`config.mk`:
```
export PLATFORM = sky130hd
export DESIGN_NAME = csr_access_unit
export DESIGN_NICKNAME = d
export VERILOG_FILES = /design/src/rtl/csru_pkg.sv /design/src/rtl/csru_decode.sv /design/src/rtl/csru_cfg_lookup.sv /design/src/rtl/csru_bus_seq.sv /design/src/rtl/csr_access_unit.sv
export SDC_FILE = /design/constraint.sdc
export NUM_CORES = 1
export LEC_CHECK = 0
export ABC_AREA = 1
export CAP_MARGIN = 40
export CORE_AREA = 2 2 271 273
export DETAILED_ROUTE_END_ITERATION = 16
export DIE_AREA = 0 0 273 275
export PLACE_DENSITY = 0.47
export SYNTH_ARGS = -nofsm -noshare
export SYNTH_HDL_FRONTEND = slang
export SYNTH_SLANG_ARGS = --single-unit
```
`constraint.sdc`:
```
create_clock -name clk_i -period 1.6 [get_ports clk_i]
set_clock_uncertainty 0.15 [all_clocks]
set_input_delay 0.16 -clock clk_i [delete_from_list [all_inputs] [get_ports clk_i]]
set_output_delay 0.16 -clock clk_i [all_outputs]
set_load 0.02 [all_outputs]
```
`src/rtl/csru_pkg.sv`:
```
package csru_pkg;

    localparam int XLEN = 64;

    localparam logic [5:0] MAJOR_OPC = 6'b110010;
    localparam logic [4:0] MID_FIELD = 5'b00100;
    localparam logic [5:0] MINOR_OPC = 6'b011000;

    localparam logic [4:0] SEL_CFG  = 5'b01000;
    localparam logic [4:0] SEL_RD32 = 5'b00000;
    localparam logic [4:0] SEL_WR32 = 5'b00001;
    localparam logic [4:0] SEL_RD64 = 5'b00010;
    localparam logic [4:0] SEL_WR64 = 5'b00011;

    typedef enum logic [2:0] {
        CSRU_NONE,
        CSRU_CFG,
        CSRU_RD32,
        CSRU_WR32,
        CSRU_RD64,
        CSRU_WR64
    } csru_op_e;

    typedef struct packed {
        csru_op_e   op;
        logic [4:0] src_reg;
        logic [4:0] dst_reg;
    } csru_dec_t;

    function automatic logic op_is_csr(csru_op_e op);
        return (op == CSRU_RD32) || (op == CSRU_WR32) ||
               (op == CSRU_RD64) || (op == CSRU_WR64);
    endfunction

    function automatic logic op_is_write(csru_op_e op);
        return (op == CSRU_WR32) || (op == CSRU_WR64);
    endfunction

    function automatic logic op_is_dbl(csru_op_e op);
        return (op == CSRU_RD64) || (op == CSRU_WR64);
    endfunction

    function automatic logic [XLEN-1:0] sext_word(logic [31:0] w);
        return {{(XLEN-32){w[31]}}, w};
    endfunction

endpackage

```
`src/rtl/csru_decode.sv`:
```
module csru_decode
    import csru_pkg::*;
(
    input  logic      ext_en_i,
    input  logic [31:0] insn_i,
    output csru_dec_t dec_o
);
    logic frame_ok;

    always_comb begin
        frame_ok = ext_en_i &&
                   (insn_i[31:26] == MAJOR_OPC) &&
                   (insn_i[10:6]  == MID_FIELD) &&
                   (insn_i[5:0]   == MINOR_OPC);
        dec_o.src_reg = insn_i[25:21];
        dec_o.dst_reg = insn_i[15:11];
        dec_o.op      = CSRU_NONE;
        if (frame_ok) begin
            case (insn_i[20:16])
                SEL_CFG:  dec_o.op = CSRU_CFG;
                SEL_RD32: dec_o.op = CSRU_RD32;
                SEL_WR32: dec_o.op = CSRU_WR32;
                SEL_RD64: dec_o.op = CSRU_RD64;
                SEL_WR64: dec_o.op = CSRU_WR64;
                default:  dec_o.op = CSRU_NONE;
            endcase
        end
    end

    always_comb begin
        if (ext_en_i == 1'b0) begin
            AST_DISABLED_NO_OP: assert (dec_o.op == CSRU_NONE);
        end
    end

endmodule

```
`src/rtl/csru_cfg_lookup.sv`:
```
module csru_cfg_lookup
    import csru_pkg::*;
#(
    parameter int NWORDS = 3
)(
    input  logic [XLEN-1:0] index_i,
    input  logic [XLEN-1:0] words_i [NWORDS],
    output logic [XLEN-1:0] word_o
);
    always_comb begin
        word_o = '0;
        for (int i = 0; i < NWORDS; i++) begin
            if (index_i == XLEN'(i)) begin
                word_o = words_i[i];
            end
        end
    end

endmodule

```
`src/rtl/csru_bus_seq.sv`:
```
module csru_bus_seq
    import csru_pkg::*;
#(
    parameter int AW   = 32,
    parameter int ID_W = 8
)(
    input  logic            clk_i,
    input  logic            rst_i,
    input  logic            issue_valid_i,
    input  logic            cp0_en_i,
    input  csru_dec_t       dec_i,
    input  logic [AW-1:0]   addr_i,
    input  logic [XLEN-1:0] dat_val_i,
    input  logic [ID_W-1:0] core_idx_i,
    output logic            excp_o,
    output logic            busy_o,
    output logic            bus_req_valid_o,
    input  logic            bus_ready_i,
    output logic [AW-1:0]   bus_addr_o,
    output logic [XLEN-1:0] bus_wdata_o,
    output logic            bus_dbl_o,
    output logic            bus_write_o,
    output logic [ID_W-1:0] bus_reqid_o,
    input  logic [XLEN-1:0] bus_rdata_i,
    output logic            csr_wb_valid_o,
    output logic [4:0]      csr_wb_reg_o,
    output logic [XLEN-1:0] csr_wb_data_o,
    output logic            done_o
);
    typedef struct packed {
        logic [AW-1:0]   addr;
        logic [XLEN-1:0] wdata;
        logic            dbl;
        logic            write;
        logic [ID_W-1:0] reqid;
        logic [4:0]      dst;
    } pend_t;

    pend_t           pend_q;
    logic            busy_q;
    logic            wb_q;
    logic            done_q;
    logic [4:0]      wb_reg_q;
    logic [XLEN-1:0] wb_data_q;
    logic            is_csr;
    logic            accept;
    logic            retire;
    logic [XLEN-1:0] wdata_new;

    always_comb begin
        is_csr    = issue_valid_i && op_is_csr(dec_i.op) && !busy_q;
        accept    = is_csr && cp0_en_i;
        excp_o    = is_csr && !cp0_en_i;
        retire    = busy_q && bus_ready_i;
        wdata_new = op_is_dbl(dec_i.op) ? dat_val_i
                                        : {{(XLEN-32){1'b0}}, dat_val_i[31:0]};
    end

    always_ff @(posedge clk_i) begin
        if (rst_i) begin
            busy_q    <= 1'b0;
            pend_q    <= '0;
            wb_q      <= 1'b0;
            done_q    <= 1'b0;
            wb_reg_q  <= '0;
            wb_data_q <= '0;
        end else begin
            wb_q   <= 1'b0;
            done_q <= 1'b0;
            if (accept) begin
                busy_q       <= 1'b1;
                pend_q.addr  <= addr_i;
                pend_q.wdata <= wdata_new;
                pend_q.dbl   <= op_is_dbl(dec_i.op);
                pend_q.write <= op_is_write(dec_i.op);
                pend_q.reqid <= core_idx_i;
                pend_q.dst   <= dec_i.dst_reg;
            end else if (retire) begin
                busy_q <= 1'b0;
                if (pend_q.write) begin
                    done_q <= 1'b1;
                end else begin
                    wb_q      <= 1'b1;
                    wb_reg_q  <= pend_q.dst;
                    wb_data_q <= pend_q.dbl ? bus_rdata_i : sext_word(bus_rdata_i[31:0]);
                end
            end
        end
    end

    assign busy_o          = busy_q;
    assign bus_req_valid_o = busy_q;
    assign bus_addr_o      = pend_q.addr;
    assign bus_wdata_o     = pend_q.wdata;
    assign bus_dbl_o       = pend_q.dbl;
    assign bus_write_o     = pend_q.write;
    assign bus_reqid_o     = pend_q.reqid;
    assign csr_wb_valid_o  = wb_q;
    assign csr_wb_reg_o    = wb_reg_q;
    assign csr_wb_data_o   = wb_data_q;
    assign done_o          = done_q;

    AST_REQ_HELD: assert property (@(posedge clk_i) disable iff (rst_i)
        bus_req_valid_o && !bus_ready_i |=> bus_req_valid_o && $stable(bus_addr_o) &&
        $stable(bus_wdata_o) && $stable(bus_dbl_o) && $stable(bus_write_o) &&
        $stable(bus_reqid_o));

    AST_EXCP_NO_REQ: assert property (@(posedge clk_i) disable iff (rst_i)
        excp_o |=> !bus_req_valid_o);

    AST_RD_RETIRE: assert property (@(posedge clk_i) disable iff (rst_i)
        bus_req_valid_o && bus_ready_i && !bus_write_o |=> csr_wb_valid_o && !busy_o && !done_o);

    AST_WR_RETIRE: assert property (@(posedge clk_i) disable iff (rst_i)
        bus_req_valid_o && bus_ready_i && bus_write_o |=> done_o && !busy_o && !csr_wb_valid_o);

    AST_BUSY_NO_EXCP: assert property (@(posedge clk_i) disable iff (rst_i)
        busy_o |-> !excp_o);

    AST_PULSE_ONE: assert property (@(posedge clk_i) disable iff (rst_i)
        csr_wb_valid_o || done_o |=> !csr_wb_valid_o && !done_o);

endmodule

```
`src/rtl/csr_access_unit.sv`:
```
module csr_access_unit
    import csru_pkg::*;
#(
    parameter int AW   = 32,
    parameter int ID_W = 8
)(
    input  logic            clk_i,
    input  logic            rst_i,
    input  logic            ext_en_i,
    input  logic            cp0_en_i,
    input  logic            issue_valid_i,
    input  logic [31:0]     insn_i,
    input  logic [63:0]     src_val_i,
    input  logic [63:0]     dat_val_i,
    input  logic [ID_W-1:0] core_idx_i,
    input  logic [63:0]     prid_i,
    input  logic [63:0]     cfg1_i,
    input  logic [63:0]     cfg2_i,
    output logic            match_o,
    output logic [4:0]      src_idx_o,
    output logic [4:0]      dat_idx_o,
    output logic            excp_o,
    output logic            cfg_wb_valid_o,
    output logic [4:0]      cfg_wb_reg_o,
    output logic [63:0]     cfg_wb_data_o,
    output logic            busy_o,
    output logic            bus_req_valid_o,
    input  logic            bus_ready_i,
    output logic [AW-1:0]   bus_addr_o,
    output logic [63:0]     bus_wdata_o,
    output logic            bus_dbl_o,
    output logic            bus_write_o,
    output logic [ID_W-1:0] bus_reqid_o,
    input  logic [63:0]     bus_rdata_i,
    output logic            csr_wb_valid_o,
    output logic [4:0]      csr_wb_reg_o,
    output logic [63:0]     csr_wb_data_o,
    output logic            done_o
);
    localparam int NWORDS = 3;

    csru_dec_t       dec;
    logic [XLEN-1:0] cfg_words [NWORDS];
    logic [XLEN-1:0] cfg_word;

    assign cfg_words[0] = prid_i;
    assign cfg_words[1] = cfg1_i;
    assign cfg_words[2] = cfg2_i;

    csru_decode u_dec (
        .ext_en_i (ext_en_i),
        .insn_i   (insn_i),
        .dec_o    (dec)
    );

    csru_cfg_lookup #(.NWORDS(NWORDS)) u_cfg (
        .index_i (src_val_i),
        .words_i (cfg_words),
        .word_o  (cfg_word)
    );

    csru_bus_seq #(.AW(AW), .ID_W(ID_W)) u_seq (
        .clk_i           (clk_i),
        .rst_i           (rst_i),
        .issue_valid_i   (issue_valid_i),
        .cp0_en_i        (cp0_en_i),
        .dec_i           (dec),
        .addr_i          (src_val_i[AW-1:0]),
        .dat_val_i       (dat_val_i),
        .core_idx_i      (core_idx_i),
        .excp_o          (excp_o),
        .busy_o          (busy_o),
        .bus_req_valid_o (bus_req_valid_o),
        .bus_ready_i     (bus_ready_i),
        .bus_addr_o      (bus_addr_o),
        .bus_wdata_o     (bus_wdata_o),
        .bus_dbl_o       (bus_dbl_o),
        .bus_write_o     (bus_write_o),
        .bus_reqid_o     (bus_reqid_o),
        .bus_rdata_i     (bus_rdata_i),
        .csr_wb_valid_o  (csr_wb_valid_o),
        .csr_wb_reg_o    (csr_wb_reg_o),
        .csr_wb_data_o   (csr_wb_data_o),
        .done_o          (done_o)
    );

    assign match_o        = (dec.op != CSRU_NONE);
    assign src_idx_o      = dec.src_reg;
    assign dat_idx_o      = dec.dst_reg;
    assign cfg_wb_valid_o = issue_valid_i && (dec.op == CSRU_CFG);
    assign cfg_wb_reg_o   = dec.dst_reg;
    assign cfg_wb_data_o  = cfg_word;

    always_comb begin
        if (cfg_wb_valid_o && src_val_i == 64'd1) begin
            AST_CFG_WORD1: assert (cfg_wb_data_o == cfg1_i);
        end
        if (cfg_wb_valid_o) begin
            AST_CFG_NO_EXCP: assert (!excp_o);
        end
    end

endmodule

```
Yosys cells after proc, flatten, opt, wreduce, memory -nomap -nowiden:

Cells that the tools add are included.

* flip-flop bits (word level): 183
* bits of input ports: 430
* output and inout bits: 261

* eq/ne operators: 14
* muxes and demuxes: 11
* bitwise gates (word level): 3
* reductions and logical operators: 22

Operators by type and width (count)
* $mux W64: 5
* $eq A64 B1 Y1 const B: 1
* $eq A64 B2 Y1 const B: 1
* $logic_not A64 Y1: 1
* $pmux W3 S5: 1
* $eq A5 B2 Y1 const B: 2
* $logic_and A1 B1 Y1: 9
* $eq A3 B2 Y1 const B: 2
* $eq A3 B3 Y1 const B: 2
* $eq A6 B5 Y1 const B: 1
* $eq A6 B6 Y1 const B: 1
* $eq A5 B1 Y1 const B: 1
* $eq A5 B3 Y1 const B: 1
* $eq A5 B4 Y1 const B: 1
* $logic_not A5 Y1: 1
* $logic_or A1 B1 Y1: 5
* $mux W1: 4
* $eq A3 B1 Y1 const B: 1
* $mux W3: 1
* $not A1 Y1: 3
* $reduce_and A3 Y1: 1
* $reduce_bool A3 Y1: 1
* $reduce_or A3 Y1: 1
* $logic_not A1 Y1: 2
* $reduce_bool A2 Y1: 1

Logic depth before layout (Yosys ltp):

Gate-level depths: netlist of the first run.

* depth in word-level cells: 14
* gate-level depth with buffers: 12
* mapped depth without buffers: 10

Modules after synthesis:

From an unflattened synthesis of the first run, not the netlist that was laid out.

* cells, all modules: 1827
* area, all modules: 11374.7 um^2

By module, submodules not included
* csru_bus_seq: times used 1, cells an instance 1266, area each 8589.5 um^2
* csru_cfg_lookup: times used 1, cells an instance 505, area each 2492.4 um^2
* csru_decode: times used 1, cells an instance 44, area each 229.0 um^2
* csr_access_unit: times used 1, cells an instance 12, area each 63.8 um^2

Worst setup path before layout of the first run:

OpenSTA, ideal clock, no wires.

* path type: reg-to-reg
* from: reg u_seq.busy_q, in the netlist u_seq.bus_req_valid_o
* to: reg u_seq.wb_data_q[53], in the netlist u_seq.csr_wb_data_o[53]
* library setup time: 0.110 ns
* data arrival time: 1.476 ns
* data required time: 1.340 ns
* setup slack: -0.136 ns
* stages on the path, launching flop included: 8
* path buffers: 2
* clock period less this slack: 1.736 ns
* cell sequence: dfxtp_1 > nand2_1 > inv_2 > clkbuf_1 > clkbuf_1 > nand4_1 > nand2_1 > nor2_1

* longest elaborated chain between the ends: 5

Ends and longest elaborated chain
* start, declared: line csru_bus_seq.sv:40 `logic busy_q;`
* start signal, assigned: line csru_bus_seq.sv:61 `busy_q <= 1'b0;`
* start signal, assigned: line csru_bus_seq.sv:71 `busy_q <= 1'b1;`
* start signal, assigned: line csru_bus_seq.sv:79 `busy_q <= 1'b0;`
* $logic_not A1 Y1: line csru_bus_seq.sv:51 `is_csr = issue_valid_i && op_is_csr(dec_i.op) && !busy_q;`
* $logic_and A1 B1 Y1: line csru_bus_seq.sv:51
* $logic_and A1 B1 Y1: line csru_bus_seq.sv:52 `accept = is_csr && cp0_en_i;`
* $not A1 Y1 (no source line)
* $reduce_and A3 Y1 (no source line) *
* end signal, assigned: line csru_bus_seq.sv:85 `wb_data_q <= pend_q.dbl ? bus_rdata_i : sext_word(bus_rdata_i[31:0]);`
* end, declared: line csru_bus_seq.sv:44 `logic [XLEN-1:0] wb_data_q;`

Every way passes the cells marked *; elsewhere a longest branch is shown, timed or not.
A chain may end at the register's enable or synchronous reset.

Final worst setup path of the first run:

* from: in src_val_i[14]
* to: out cfg_wb_data_o[58]

* longest elaborated chain between the ends: 4

Ends and longest elaborated chain
* start, declared: line csr_access_unit.sv:13 `input logic [63:0] src_val_i,`
* $logic_not A64 Y1: line csru_cfg_lookup.sv:13 `if (index_i == XLEN'(i)) begin`
* $mux W64 (2 in a row): line csru_cfg_lookup.sv:13
* $mux W64 *: line csru_cfg_lookup.sv:13
* end, declared: line csr_access_unit.sv:25 `output logic [63:0] cfg_wb_data_o,`

Marks and branches as above.

==> reports/qor.yml, run 1 <==
syn_area_sq_mm: 0.0112
antenna_found_initial: 5
numCtsBuffers: 17
yosys.area.top_type: "dfxtp_1"
wl_met3_microns: 4510
tritoncts: "built"
synth_nets: 2203
yosys-top-cells-area: "dfxtp_1 (33%), nand4_1 (11%), nand2_1 (10%), inv_1 (9.2%), nor2_1 (8.6%)"
synth_seq_cells: 183
final_layout_size_suffix_gt1_frac: 0.337
worstPathMaxFanout: 7
setup_viol: 236
die_y_microns: 275
dp_hpwl_microns: 43700
yosys.area_share.simple: 0.374
max_slew.worst_pin.slew_ns: 0.527
cts_root_buf: "clkbuf_16"
whs_ns: -0.255
syn_avg_cell_area_sq_um: 6.30
hold_viol: 1
cp-startpoint: "src_val_i[14]"
die_w_microns: 273
fin_setup_tns_ns: -61.67
viasPerCell: 4.07
crit_type: "in2out"
highest_layer: "met5"
fp-row-count: 99
required_ns: 1.29
r2r_start: "u_seq.bus_req_valid_o$_SDFFE_PP0P_"
min-delay-start: "src_val_i[13]"
clock_sinks: 183
synthXorXnorAreaFrac: 0
num_vias: 14200
first_pass_iters: 7
die_area_sq_mm: 0.0751
coreArea_sq_mm: 0.0723
dr_wl_met2_microns: 30800
synth_cell_type_count: 25
syn_to_final_growth_pct: 111
violations: "negative hold slack, negative setup slack"
htree_levels: 4
start_util: 0.154
hold_path.class: "in2reg"
yosys-top-cells-count: "nand2_1 (310), inv_1 (274), nor2_1 (255)"
drc: 0
yosysTopAreaCellShare: 0.328
fillCellCount: 7829
synth_edf_count: 0
register_area_sq_mm: 0.00367
clk_pin_slew_ns: 0.09
cap_violations: 0
synth_top_family_by_area: "simple AND/OR/NAND/NOR gates"
synth-compound-area-share: 0.0701
numPortBuffers: 680
cp.arrival_ns: 2.08
num_io_pins: 691
synthMuxAreaShare: 0
fmax_ghz: 0.419
rsz0062_at_grt: "true"
clock_latency_ns: 0.48
nNetsFinal: 2954
ir_worst_vdd_v: 0.000567
m1WireLength_microns: 27300
async_reset_ff_frac: 0
synthCells: 1773
final_cell_area_sq_mm: 0.0236
power_density_mw_per_mm2: 451
relSlewSlack: 0.648
synthFlopType: "dfxtp_1"
globalplace.congestion: 0.858
place_area_sq_mm: 0.0193
cts_buffer_depth: 2
total_power_mw: 10.6
worstSetupStartpointType: "primary input"
overflow: 0
drt-total-wl_microns: 64200
routedWlPerCell_microns: 18.4
grt_max_degree: 69
worstSetupEndpointType: "primary output"
grt_pass1_wl_microns: 87500
ys_seq_area_frac: 0.328
post-synth-top-count-cell: "nand2_1"
drv_slew: 0
layout_setup_ws_ns: -0.787
ant_nets: 0
multi_input_area_sq_mm: 0.00641
ys_warn_count: 0
grtUsageTotal: 0.155
status: "finished, violations left"
fin_crit_sh: 1.49
period_needed_ns: 2.39
synth_fa_ha_area_frac: 0
grt_pass1_vias: 13800
p_leak_nw: 11.2
drt_iter0_markers: 750
[per-stage QoR]
| step | instances | setup WS (ns) | util | hold WS [ns] |
|---|---|---|---|---|
| finish | 3497 | -0.787 | 0.326 | -0.255 |
| detailed placement | 3313 | -2.22 | 0.266 | 0.170 |
| floorplan | 1773 | -0.0252 | - | 0.134 |
| global route | 3497 | -0.873 | 0.326 | -0.286 |
| CTS | 3467 | -0.926 | 0.302 | -0.297 |
| global placement | 3313 | -2.22 | 0.266 | 0.170 |
[critical path: stages]
cell,delay [ns]
buf_6,0.10
nor2_4,0.21
nand4_1,0.14
buf_6,0.17
nor3_4,0.19
nand3_4,0.09
buf_12,0.16
buf_12,0.14
buf_16,0.14
buf_6,0.12
or2_0,0.22
nand2_1,0.08
inv_2,0.04
buf_6,0.12
[final cells by class]
| class | count | area share |
|---|---|---|
| Inverter | 278 | 0.0459 |
| Clock buffer | 18 | 0.0186 |
| Timing Repair inverter | 1 | 0.000689 |
| Timing Repair Buffer | 984 | 0.450 |
| Clock inverter | 13 | 0.00652 |
| Antenna cell | 2 | 0.000212 |
| Tap cell | 959 | 0.0509 |
| Sequential cell | 183 | 0.155 |
| Multi-Input combinational cell | 1059 | 0.272 |
[state kept, by name (all words and copies together) (netlist names)]
signal / cells
u_seq.bus_req_valid_o: 1
u_seq.pend_q: 5
u_seq.csr_wb_valid_o: 1
u_seq.bus_reqid_o: 8
u_seq.bus_addr_o: 32
u_seq.csr_wb_data_o: 64
u_seq.bus_dbl_o: 1
u_seq.csr_wb_reg_o: 5
u_seq.bus_write_o: 1
u_seq.done_o: 1
u_seq.bus_wdata_o: 64
[cells in the final DEF, fill, tap and decap left out, types with 68 or more instances in the layout]
cell / n
buf_6: 126
nand4_1: 200
dfxtp_1: 181
nand2_4: 68
inv_1: 175
dlygate4sd2_1: 176
inv_2: 97
buf_4: 107
nor2_1: 203
nand2_1: 194
clkdlybuf4s50_1: 337
[metal layers]
metal / vias up / GRT usage
met5: - / 0
met1: 6581 / 0.199
met3: 98 / 0.0454
li1: 7012 / -
met2: 545 / 0.247
met4: 6 / 0.0534
[report_power, final]
part	switching (mW)	leakage, nW	internal [mW]
clock network	2.23	0.293	2.26
registers	0.000000567	1.47	4.55
logic	0.532	9.42	1.08
[cells by family after synthesis]
| family | after synthesis |
|---|---|
| AND/OR/NAND/NOR | 906 |
| flip-flops | 183 |
| buffers and inverters | 531 |
| AO/OA/AOI/OAI | 153 |
[final timing paths]
check,end,slack (ns),cells after the start
setup / recovery,cfg_wb_data_o[58],-0.79,14
setup reg to reg,u_seq.bus_wdata_o[51]$_SDFFE_PP0P_,-0.25,9
hold reg to reg,u_seq.bus_wdata_o[32]$_SDFFE_PP0P_,0.31,2
hold / removal,u_seq.bus_addr_o[13]$_SDFFE_PP0P_,-0.25,3
[what timing repair did]
item / in CTS / in global routing
hold buffers: 27 / 1
endpoints found under the hold margin: 28 / 2
buffers inserted: 72 / 35
setup endpoints to repair: 407 / 253
resized for setup: 932 / 629
pin swaps: 118 / 240
cloned: 27 / 23
No activity file was read; power rests on OpenSTA's default activity.
==> run 2, diff against run 1 <==
- PLACE_DENSITY: 0.47 -> default
==> reports/qor.yml, run 2 (synthesis results as in run 1) <==
numPortBuffers: 680  # unchanged
worstPathMaxFanout: 11  # +4
status: "finished, violations left"
nNetsFinal: 2939  # -0.51%
final_cells: 3484  # -0.37%
crit_type: "in2out"
numCtsBuffers: 17  # unchanged
rsz0062_at_grt: "true"
max_stage_delay_ns: 0.22  # about the same
ir_worst_vdd_v: 0.000500  # -12%
tritoncts: "built"
grt_max_degree: 70  # +1.4%
die_area_sq_mm: 0.0751  # unchanged
hold_viol: 0  # -1
drt_iter0_markers: 867  # +16%
drv_slew: 0  # unchanged
globalplace.congestion: 0.941  # +9.6%
ant_nets: 0  # unchanged
setup_viol: 343  # +45%
die_w_microns: 273  # unchanged
worstReg2RegEnd: "u_seq.bus_wdata_o[40]$_SDFFE_PP0P_"
hold_path.class: "in2reg"
clock_latency_ns: 0.47  # about the same
dp_cells: 3299  # -0.42%
cpMaxStageDelayCell: "nor3_4"
final_layout_size_suffix_gt1_frac: 0.299  # -0.0382
clock_sinks: 183  # unchanged
grt_pass1_wl_microns: 80700  # -7.8%
routedWlPerCell_microns: 17.9  # -2.3%
antenna_found_initial: 8  # +3
violations: "negative setup slack"
hold_end: "u_seq.bus_addr_o[4]$_SDFFE_PP0P_"
path_cells: "buf_2, nor2_1, nand2_2, nor2_4, nand2_4, nor3_4, nand3_4, buf_12, clkbuf_16, buf_16, or2_1, nand2_1, inv_2, buf_6"
total_power_mw: 10.7  # +0.46%
clk_pin_slew_ns: 0.09  # about the same
r2r_start: "u_seq.bus_req_valid_o$_SDFFE_PP0P_"
cp.arrival_ns: 2.04  # -0.04 ns
reg2regPathDepth: 8  # -1
min-delay-start: "src_val_i[4]"
first_pass_iters: 7  # unchanged
power_density_mw_per_mm2: 454  # +0.69%
cts_buffer_depth: 2  # unchanged
cts_root_buf: "clkbuf_16"
grtUsageTotal: 0.141  # -0.0137
start_util: 0.154  # unchanged
relSlewSlack: 0.746  # +0.0974
coreArea_sq_mm: 0.0723  # unchanged
post-route-util: 0.325  # -0.000761
required_ns: 1.29  # about the same
viasPerCell: 4.14  # +1.7%
reg2reg_slack_ns: -0.25  # about the same
layout_setup_ws_ns: -0.746  # +0.0409 ns
max_slew.worst_pin.slew_ns: 0.378  # -0.149 ns
final_common_cell: "clkdlybuf4s50_1"
fin_crit_sh: 1.47  # -0.0256
dp_hpwl_microns: 40500  # -7.2%
cap_violations: 0  # unchanged
htree_levels: 4  # unchanged
fmax_ghz: 0.426  # +1.7%
worstSetupEndpointType: "primary output"
hold_depth: 6  # +3
grt_pass1_vias: 13300  # -3.3%
period_needed_ns: 2.35  # -0.0409 ns
overflow: 0  # unchanged
drt-total-wl_microns: 62500  # -2.7%
p_leak_nw: 11.6  # +3.5%
num_io_pins: 691  # unchanged
crit_family: "simple AND/OR/NAND/NOR gates"
pre_cts_ws_ns: -1.74  # +0.484 ns
syn_to_final_growth_pct: 111
drc: 0  # unchanged
fp-row-count: 99  # unchanged
fillCellCount: 7588  # -3.1%
critPathBufInv: 6  # -2
die_y_microns: 275  # unchanged
final_cell_mix: "clkdlybuf4s50_1 (451), nand2_1 (220), nand4_1 (200), nor2_1 (194), inv_1 (193)"
num_vias: 14400  # +1.3%
worstSetupStartpointType: "primary input"
-- run 2: worst max-delay path by stage --
stage / slack (ns) / cells after the start / start / to
after global routing: -0.85 / 14 / src_val_i[19] / cfg_wb_data_o[16]
final: -0.75 / 14 / src_val_i[16] / cfg_wb_data_o[52]
after CTS: -0.70 / 13 / src_val_i[14] / cfg_wb_data_o[48]
after detailed placement: -1.74 / 14 / src_val_i[14] / cfg_wb_data_o[55]
after global placement: -1.72 / 14 / src_val_i[14] / cfg_wb_data_o[55]
after floorplan: -0.03 / 11 / src_val_i[47] / cfg_wb_data_o[53]
-- run 2: report_power, final --
part           switching [mW]  internal, mW  leakage, nW
Clock                    2.35          2.16        0.292
Sequential        0.000000470          4.55         1.47
Combinational           0.541          1.10         9.81
-- run 2: repair_timing --
action	4_1_cts	5_1_grt
endpoints found under the setup margin	431	427
gates cloned	24	34
pin swaps	62	142
setup buffers	58	30
hold endpoints to repair	28	2
gates resized for setup	695	591
hold buffers	27	2
-- run 2: routing by layer --
layer | share of wire | GRT usage | wire, microns
met5 | 0.00096 | 0 | 60
met4 | 0.025 | 0.0469 | 1560
met3 | 0.097 | 0.0518 | 6040
met2 | 0.47 | 0.223 | 29500
met1 | 0.41 | 0.177 | 25400
-- run 2: cell type report --
cell class / instances / area (sq um) / share of cell area
multi-input combinational: 1060 / 6140 / 0.261
inverter: 278 / 1100 / 0.0468
clock inverter: 14 / 166 / 0.00707
antenna: 3 / 7.51 / 0.000319
clock buffer: 18 / 439 / 0.0187
timing repair buffer: 969 / 10800 / 0.459
sequential: 183 / 3670 / 0.156
tap: 959 / 1200 / 0.0510
-- run 2: stage by stage --
step / setup TNS, ns / hold slack [ns] / cell area (sq um)
2_1_floorplan: -1.29 / 0.134 / 11200
3_3_place_gp: -224.13 / 0.170 / 19200
3_5_place_dp: -226.93 / 0.170 / 19200
4_1_cts: -98.71 / -0.226 / 21400
5_1_grt: -93.93 / 0.0605 / 23500
6_report: -72.09 / 0.0675 / 23500
-- run 2: worst register-to-register path, stage by stage, from the launching register on --
cell,delay [ns]
dfxtp_2,0.33
nor2_2,0.12
nand4_1,0.17
buf_6,0.19
buf_6,0.12
nor2_4,0.26
clkbuf_16,0.26
nand2_1,0.06
a21oi_1,0.12
